==> src/rtl/hip_pkg.sv <==
package hip_pkg;
  localparam int IPW = 16;

  localparam int B_SSI  = 1;
  localparam int B_VSSI = 2;
  localparam int B_STI  = 5;
  localparam int B_VSTI = 6;
  localparam int B_SEI  = 9;
  localparam int B_VSEI = 10;
  localparam int B_SGEI = 12;
  localparam int B_LCOF = 13;

  localparam logic [11:0] ADDR_MIP  = 12'h344;
  localparam logic [11:0] ADDR_HVIP = 12'h645;

  localparam logic [IPW-1:0] M_SSI  = IPW'(1) << B_SSI;
  localparam logic [IPW-1:0] M_VSSI = IPW'(1) << B_VSSI;
  localparam logic [IPW-1:0] M_STI  = IPW'(1) << B_STI;
  localparam logic [IPW-1:0] M_VSTI = IPW'(1) << B_VSTI;
  localparam logic [IPW-1:0] M_SEI  = IPW'(1) << B_SEI;
  localparam logic [IPW-1:0] M_VSEI = IPW'(1) << B_VSEI;
  localparam logic [IPW-1:0] M_SGEI = IPW'(1) << B_SGEI;
  localparam logic [IPW-1:0] M_LCOF = IPW'(1) << B_LCOF;
endpackage

==> src/rtl/hip_store.sv <==
module hip_store
  import hip_pkg::*;
#(
  parameter int XLEN     = 64,
  parameter bit HAS_LCOF = 1'b1
) (
  input  logic            clk_i,
  input  logic            rst_ni,
  input  logic            wr_mip_i,
  input  logic            wr_hvip_i,
  input  logic [XLEN-1:0] wdata_i,
  output logic [XLEN-1:0] mip_q_o,
  output logic [XLEN-1:0] hvip_q_o
);
  localparam logic [IPW-1:0] LCOF_M = HAS_LCOF ? M_LCOF : '0;
  localparam logic [XLEN-1:0] MIP_WM  = XLEN'(M_SSI | M_VSSI | M_STI | M_SEI | LCOF_M);
  localparam logic [XLEN-1:0] HVIP_WM = XLEN'(M_VSTI | M_VSEI | LCOF_M);

  logic [XLEN-1:0] mip_q, mip_d, hvip_q, hvip_d;
  logic            upd_en;

  // next-state
  always_comb begin
    mip_d  = mip_q;
    hvip_d = hvip_q;
    if (wr_mip_i) begin
      mip_d = (mip_q & ~MIP_WM) | (wdata_i & MIP_WM);
    end
    if (wr_hvip_i) begin
      hvip_d         = wdata_i & HVIP_WM;
      mip_d[B_VSSI]  = wdata_i[B_VSSI];
    end
  end

  assign upd_en = wr_mip_i | wr_hvip_i;

  // registers
  always_ff @(posedge clk_i or negedge rst_ni) begin
    if (!rst_ni) begin
      mip_q  <= '0;
      hvip_q <= '0;
    end else if (upd_en) begin
      mip_q  <= mip_d;
      hvip_q <= hvip_d;
    end
  end

  assign mip_q_o  = mip_q;
  assign hvip_q_o = hvip_q;

  // Shared bit 2 follows a write through the hypervisor view
  assert_vssip_alias_R4: assert property (@(posedge clk_i) disable iff (!rst_ni)
    wr_hvip_i |=> (mip_q[B_VSSI] == $past(wdata_i[B_VSSI])));

  // No write strobe, no change in either register
  assert_idle_hold_R11: assert property (@(posedge clk_i) disable iff (!rst_ni)
    !(wr_mip_i || wr_hvip_i) |=> ($stable(mip_q) && $stable(hvip_q)));
endmodule

==> src/rtl/hip_view.sv <==
module hip_view
  import hip_pkg::*;
#(
  parameter int XLEN = 64
) (
  input  logic            clk_i,
  input  logic            rst_ni,
  input  logic [11:0]     addr_i,
  input  logic [XLEN-1:0] mip_q_i,
  input  logic [XLEN-1:0] hvip_q_i,
  input  logic            hw_sei_i,
  input  logic            hw_sgei_i,
  input  logic [XLEN-1:0] mie_i,
  output logic [XLEN-1:0] rdata_o,
  output logic [XLEN-1:0] pend_o
);
  localparam logic [XLEN-1:0] HV_TO_M = XLEN'(M_VSTI | M_VSEI);
  localparam logic [XLEN-1:0] VSSI_X  = XLEN'(M_VSSI);
  localparam logic [XLEN-1:0] SEI_X   = XLEN'(M_SEI);
  localparam logic [XLEN-1:0] SGEI_X  = XLEN'(M_SGEI);

  logic [XLEN-1:0] mip_eff, hvip_eff;

  always_comb begin
    mip_eff = mip_q_i | (hvip_q_i & HV_TO_M);
    if (hw_sei_i)  mip_eff = mip_eff | SEI_X;
    if (hw_sgei_i) mip_eff = mip_eff | SGEI_X;
    hvip_eff = hvip_q_i | (mip_q_i & VSSI_X);
  end

  always_comb begin
    unique case (addr_i)
      ADDR_MIP:  rdata_o = mip_eff;
      ADDR_HVIP: rdata_o = hvip_eff;
      default:   rdata_o = '0;
    endcase
  end

  assign pend_o = mip_eff & mie_i;

  // Nothing reported pending that is not enabled
  assert_pend_masked_R7: assert property (@(posedge clk_i) disable iff (!rst_ni)
    (pend_o & ~mie_i) == '0);

  // An external level always surfaces in the machine view
  assert_sei_level_R6: assert property (@(posedge clk_i) disable iff (!rst_ni)
    (hw_sei_i && addr_i == ADDR_MIP) |-> rdata_o[B_SEI]);
endmodule

==> src/rtl/hip_cause_xlate.sv <==
module hip_cause_xlate
  import hip_pkg::*;
#(
  parameter int CW = 6
) (
  input  logic          clk_i,
  input  logic          rst_ni,
  input  logic          vs_i,
  input  logic [CW-1:0] code_i,
  output logic [CW-1:0] code_o
);
  always_comb begin
    code_o = code_i;
    if (vs_i) begin
      if (code_i == CW'(B_VSSI) || code_i == CW'(B_VSTI) || code_i == CW'(B_VSEI)) begin
        code_o = code_i - CW'(1);
      end else if (code_i == CW'(B_SGEI)) begin
        code_o = CW'(B_SEI);
      end
    end
  end

  assert_sgei_as_sei_R9: assert property (@(posedge clk_i) disable iff (!rst_ni)
    (vs_i && code_i == CW'(B_SGEI)) |-> (code_o == CW'(B_SEI)));

  assert_lcof_kept_R10: assert property (@(posedge clk_i) disable iff (!rst_ni)
    (code_i == CW'(B_LCOF)) |-> (code_o == CW'(B_LCOF)));
endmodule

==> src/rtl/hip_csr_unit.sv <==
module hip_csr_unit
  import hip_pkg::*;
#(
  parameter int XLEN     = 64,
  parameter bit HAS_LCOF = 1'b1,
  parameter int CW       = 6
) (
  input  logic            clk_i,
  input  logic            rst_ni,
  input  logic [11:0]     csr_addr_i,
  input  logic [XLEN-1:0] csr_wdata_i,
  input  logic            csr_we_i,
  output logic [XLEN-1:0] csr_rdata_o,
  input  logic            hw_sei_i,
  input  logic            hw_sgei_i,
  input  logic [XLEN-1:0] mie_i,
  output logic [XLEN-1:0] pend_en_o,
  input  logic            trap_vs_i,
  input  logic [CW-1:0]   trap_code_i,
  output logic [CW-1:0]   trap_code_o
);
  logic            wr_mip, wr_hvip;
  logic [XLEN-1:0] mip_q, hvip_q;

  assign wr_mip  = csr_we_i && (csr_addr_i == ADDR_MIP);
  assign wr_hvip = csr_we_i && (csr_addr_i == ADDR_HVIP);

  hip_store #(.XLEN(XLEN), .HAS_LCOF(HAS_LCOF)) u_store (
    .clk_i     (clk_i),
    .rst_ni    (rst_ni),
    .wr_mip_i  (wr_mip),
    .wr_hvip_i (wr_hvip),
    .wdata_i   (csr_wdata_i),
    .mip_q_o   (mip_q),
    .hvip_q_o  (hvip_q)
  );

  hip_view #(.XLEN(XLEN)) u_view (
    .clk_i     (clk_i),
    .rst_ni    (rst_ni),
    .addr_i    (csr_addr_i),
    .mip_q_i   (mip_q),
    .hvip_q_i  (hvip_q),
    .hw_sei_i  (hw_sei_i),
    .hw_sgei_i (hw_sgei_i),
    .mie_i     (mie_i),
    .rdata_o   (csr_rdata_o),
    .pend_o    (pend_en_o)
  );

  hip_cause_xlate #(.CW(CW)) u_cause (
    .clk_i  (clk_i),
    .rst_ni (rst_ni),
    .vs_i   (trap_vs_i),
    .code_i (trap_code_i),
    .code_o (trap_code_o)
  );

  // hvip counter-overflow bit must not reach the machine view
  assert_no_lcof_leak_R3: assert property (@(posedge clk_i) disable iff (!rst_ni)
    (csr_addr_i == ADDR_MIP && !mip_q[B_LCOF]) |-> !csr_rdata_o[B_LCOF]);
endmodule

==> config.mk <==
export PLATFORM = sky130hd
export DESIGN_NAME = hip_csr_unit
export DESIGN_NICKNAME = d
export VERILOG_FILES = /design/src/rtl/hip_pkg.sv /design/src/rtl/hip_store.sv /design/src/rtl/hip_view.sv /design/src/rtl/hip_cause_xlate.sv /design/src/rtl/hip_csr_unit.sv
export SDC_FILE = /design/constraint.sdc
export NUM_CORES = 1
export LEC_CHECK = 0
export ABC_AREA = 0
export BUFFER_PORTS_ARGS = -buffer_cell sky130_fd_sc_hd__buf_4
export CORE_AREA = 2 2 112 114
export CTS_CLUSTER_SIZE = 40
export DETAILED_ROUTE_END_ITERATION = 8
export DIE_AREA = 0 0 114 116
export PLACE_DENSITY = 0.45
export SLEW_MARGIN = 25
export SYNTH_ARGS = -nofsm -noshare
export SYNTH_HDL_FRONTEND = slang
export SYNTH_SLANG_ARGS = --single-unit
export TNS_END_PERCENT = 100
==> constraint.sdc <==
create_clock -name clk_i -period 1.6 [get_ports clk_i]
set_input_delay 0.32 -clock clk_i [delete_from_list [all_inputs] [get_ports clk_i]]
set_output_delay 0.32 -clock clk_i [all_outputs]
set_load 0.005 [all_outputs]
# Yosys cells after proc, flatten, opt, wreduce, memory -nomap -nowiden
# Cells that the tools add are included.
word_totals:
  ff_bits: 67
  out_inout_bits: 134
  elab_cells: 31
classes:
  n_addsub: 1
  n_eq_ne: 6
  n_mux: 8
  n_bitwise: 5
  n_reduce_logical: 8
ops:
  columns: ["op", "n"]
  rows:
  - ["$pmux 64 s2", 1]
  - ["$and 64x64->64", 1]
  - ["$or 64x11->64", 1]
  - ["$or 64x14->64", 1]
  - ["$mux 6", 3]
  - ["$or 14x3->14", 1]
  - ["$mux 13", 1]
  - ["$eq 12x10->1 const B", 1]
  - ["$eq 12x11->1 const B", 1]
  - ["$eq 6x4->1 const B", 2]
  - ["$mux 10", 1]
  - ["$eq 6x2->1 const B", 1]
  - ["$eq 6x3->1 const B", 1]
  - ["$reduce_and 2->1", 3]
  - ["$sub 6x1->6 const B", 1]
  - ["$mux 3", 1]
  - ["$logic_and 1x1->1", 2]
  - ["$logic_or 1x1->1", 2]
  - ["$reduce_bool 2->1", 1]
  - ["$mux 1", 1]
  - ["$or 1x1->1", 1]

# Depth between registers and ports, before layout
logic_depth:
  ltp_word: 5
  ltp_mapped: 5
  mapped_depth_nobuf: 5

# By module
# A second synthesis with hierarchy kept.
unflattened:
  hier_cells: 391
  hier_area_um2: 2806.4
by_module_without_submodules:
  columns: ["module", "instances", "cells_each", "area_each_um2"]
  rows:
  - ["hip_view", 1, 223, 1362.6]
  - ["hip_store", 1, 138, 1204.9]
  - ["hip_cause_xlate", 1, 23, 182.7]
  - ["hip_csr_unit", 1, 7, 56.3]

# Worst setup path after synthesis
# No wires, ideal clock.
synth_path:
  path_kind: "input -> register"
  startpoint: "in csr_addr_i[1]"
  endpoint: "reg u_store.mip_q[13] (netlist: u_store.mip_q_o[13])"
  setup_ns: 0.125
  arrival_time_ns: 1.506
  slack_ns: -0.031
  stages: 4
  n_path_buf: 0
  cell_sequence: "or3b_2 > nor4_4 > nand2_4 > mux2_4"
synth_via:
  elab_chain_cells: 4
synth_lines:
  columns: ["element", "line", "text"]
  rows:
  - ["from (decl)", "hip_csr_unit.sv:10", "input logic [11:0] csr_addr_i,"]
  - ["$eq 12x10->1 / $eq 12x11->1 (equally long branches)", "hip_csr_unit.sv:25, hip_csr_unit.sv:26", null]
  - ["$logic_and 1x1->1 (on tied branches)", "hip_csr_unit.sv:25, hip_csr_unit.sv:26", null]
  - ["$or 1x1->1", "hip_store.sv:35", "assign upd_en = wr_mip_i | wr_hvip_i;"]
  - ["$reduce_and 2->1 (no source line) (*)", null, null]
  - ["to (signal assigned)", "hip_store.sv:43", "mip_q <= mip_d;"]
  - ["to (decl)", "hip_store.sv:19", "logic [XLEN-1:0] mip_q, mip_d, hvip_q, hvip_d;"]
# Every way passes the cells marked *; elsewhere a longest branch is shown, timed or not.
# A chain may end at the register's enable or synchronous reset.

# Worst setup path in the final report
layout_path:
  startpoint: "in csr_addr_i[10]"
  endpoint: "out csr_rdata_o[5]"
layout_via:
  elab_chain_cells: 2
layout_lines:
  columns: ["element", "line", "text"]
  rows:
  - ["$eq 12x11->1 / $eq 12x10->1 (equally long branches)", "hip_view.sv:32", "unique case (addr_i)"]
  - ["$pmux 64 s2 (*)", "hip_view.sv:32", null]
  - ["to (decl)", "hip_csr_unit.sv:13", "output logic [XLEN-1:0] csr_rdata_o,"]
# Marked as above.

==> key figures <==
Job
  • MaxCap Viol Count: 0

STA
  • Endpoints failing setup: 12
  • Slew Limit Fails: 0
  • Fin crit period: 1810 ps
  • Post-Route Setup TNS: -1270 ps
  • Hold Fails Final Rpt: 0
  • RSZ-0062 raised after global routing: yes
  • Period utilization: 113%
  • Final WS setup: -211 ps
  • Setup Skew: 0 ps
  • Max Clk Rate: 552 MHz

Finish
  • Commonest non-fill, non-tap cell in the layout: conb_1
  • Most frequent cells in the layout: conb_1, buf_4, buf_6, dfrtp_1, and2_1
  • Area grow syn2layout: 33.5%
  • Non-filler instance count after layout: around 410
  • Share of cells above drive strength 1: 41.1%
  • Final net count: just over 400
  • ANT cells: 0

Die
  • Die Y: about 120 um
  • Horiz. Die Dim: 114 um
  • FP Rows: 40
  • Io pins: 286
  • Starting Density: 13.0%
  • Die area: 0.0132 mm^2
  • Core ar.: 0.0119 mm^2

Detailed routing
  • WL final: 3410 um
  • DR WL/cell: approximately 8.4 um
  • DRT iter0 DRCs: 34
  • Antenna-violating nets left: 0
  • Total iterations of the first detailed-routing run: 4
  • Vias: 1,129
  • DRC: 0
  • DR vias/cell: 2.79

Synthesis
  • Synth Area per Inst: 8.57 um^2
  • Sequential fraction of the synthesis area: 12.9%
  • EDFF count, synth: 0
  • Yosys cell types: 33
  • Synth Cell Area: 0.00155 mm^2
  • Synthesis-stage register bit count: 8
  • Gate Count Post-Synth: 181
  • Number of synthesis warnings: 0
  • Ys async rst share: 100%
  • Synth Flop Type: dfrtp_1

Worst setup path
  • R2R Setup Slk: just over 800 ps
  • Crit-path most repeated cell: buf_6
  • Kind of critical path: in2out
  • FF-to-FF path depth: 1
  • Top cell family by delay on the critical path: simple AND/OR/NAND/NOR gates
  • RR Startpoint: u_store.mip_q_o[2]
  • CP endpoint kind: output pin
  • CP Data Arrival Time: 1490 ps
  • Worst Path Required: 1280 ps
  • Bufs and invs on worst path: 3
  • Critical Path Source Type: input pin
  • Max incr delay on CP: 400 ps
  • CP cell instances: buf_6 > or3b_4 > nor4_4 > buf_6 > and2_2 > buf_4
  • Slowest CP cell: or3b_4
  • Worst Path Max Fanout: 5
  • RR Endpoint: u_store.mip_q_o[2]

CTS
  • Clock root cell: clkbuf_16
  • Clock transition at path regs: 40 ps
  • Clock buffer depth: 2
  • H-tree depth reported by CTS: 1
  • CTS Buf Count: 3
  • Clock Sinks: 8
  • TritonCTS clock tree: yes
  • Clock Latency Late Sink: 230 ps

Placed design
  • I/O Buffers: 60
  • Placed cell count: 396
  • DP Wirelength: 2940 um
  • DP Worst Slack: -279 ps
  • Placer congestion estimate: 0.747

Worst hold path
  • Hold path depth: 2
  • Hold path start: csr_wdata_i[5]
  • Worst min path class: in2reg
  • Worst hold endpoint: u_store.mip_q_o[5]

Pwr
  • Max IR drop VDD: 0.371 mV
  • PwrDens: 430 mW/mm^2
  • LEAKAGE: 1.14 nW

GRT
  • First-pass GRT wire length: 4530 um
  • GR Overflow Total: 0
  • Largest net degree at the start of global routing: 9
  • Vias in the first global route: 972
  • GRT Resource Usage Total: 4.45%
  • Initial antenna violation count: 0

Run status
  • Run status: finished, violations left
  • Failing checks: setup timing
==> cell usage after synthesis (all sizes together) (3+ instances only) <==
cell type | n | area, um^2
nand2 | 3 | 18.8
mux2 | 8 | 105
nor3b | 3 | 22.5
nand3 | 3 | 15.0
o21ai | 5 | 25.0
and2 | 10 | 66.3
buf | 112 | 841
and3 | 3 | 18.8
dfrtp | 8 | 200
==> registers in the layout (all words and copies together) (netlist names) <==
signal            count
u_store.mip_q_o       5
u_store.hvip_q_o      3
==> how the worst max path moves through the flow <==
stage                    from             endpoint  slack (ps)  depth (start not counted)
6_report       csr_addr_i[10]       csr_rdata_o[5]        -210                          6
5_1_grt        csr_addr_i[10]       csr_rdata_o[5]        -250                          6
4_1_cts        csr_addr_i[10]       csr_rdata_o[5]        -230                          6
3_5_place_dp    csr_addr_i[0]       csr_rdata_o[1]        -280                          6
3_3_place_gp    csr_addr_i[0]       csr_rdata_o[5]        -260                          6
2_1_floorplan   csr_addr_i[0]  u_store.mip_q_o[13]         -20                          4
==> layout make-up <==
| class | count | area (um^2) |
|---|---|---|
| Timing Repair Buffer | 75 | 614 |
| Multi-Input combinational cell | 170 | 982 |
| Sequential cell | 8 | 200 |
| Tap cell | 147 | 184 |
| Clock buffer | 3 | 75.1 |
| Inverter | 2 | 15.0 |
| Fill cell | 1343 | 9840 |
==> power breakdown <==
group / leakage (nW) / total (mW) / internal, mW / switching (mW)
Combinational: 0.993 / 0.262 / 0.130 / 0.133
Sequential: 0.112 / 0.205 / 0.204 / 0.000841
Clock: 0.0370 / 0.423 / 0.322 / 0.100
==> cells by family after synthesis <==
kind of cell,after synthesis,share of synthesized area (%)
buffers and inverters,114,54.7
AND/OR/NAND/NOR,35,18.1
AO/OA/AOI/OAI,12,5.08
multiplexers,8,6.77
flip-flops,8,12.9
adder cells (fa/ha/maj),2,1.61
other,1,0.242
XOR/XNOR,1,0.565
==> stage by stage <==
step,util [%],cell area [um^2],power (mW),hold slack (ps)
after floorplan,-,1970,0.509,24.4
after global placement,15.4,1830,0.434,144
after detailed placement,15.4,1830,0.436,149
after CTS,16.8,2000,0.874,316
after global routing,17.4,2070,0.945,325
final,17.4,2070,0.891,317
==> per-layer routing <==
layer  vias to the layer above  wire (um)  global-route usage [%]
met5                         -          0                       0
met4                         0         56                    2.11
met3                         4        593                    2.04
met2                       124       1600                    7.38
met1                       482       1160                    4.84
li1                        519          -                       -
==> what timing repair did <==
| action | in CTS | in global routing |
|---|---|---|
| endpoints found under the hold margin | 8 | 0 |
| resized for setup | 17 | 17 |
| gates cloned | 0 | 0 |
| hold buffers | 1 | 0 |
| pin swaps | 9 | 10 |
| setup endpoints to repair | 11 | 17 |
| setup buffers | 3 | 2 |
Power figures use the tool's default switching activity.
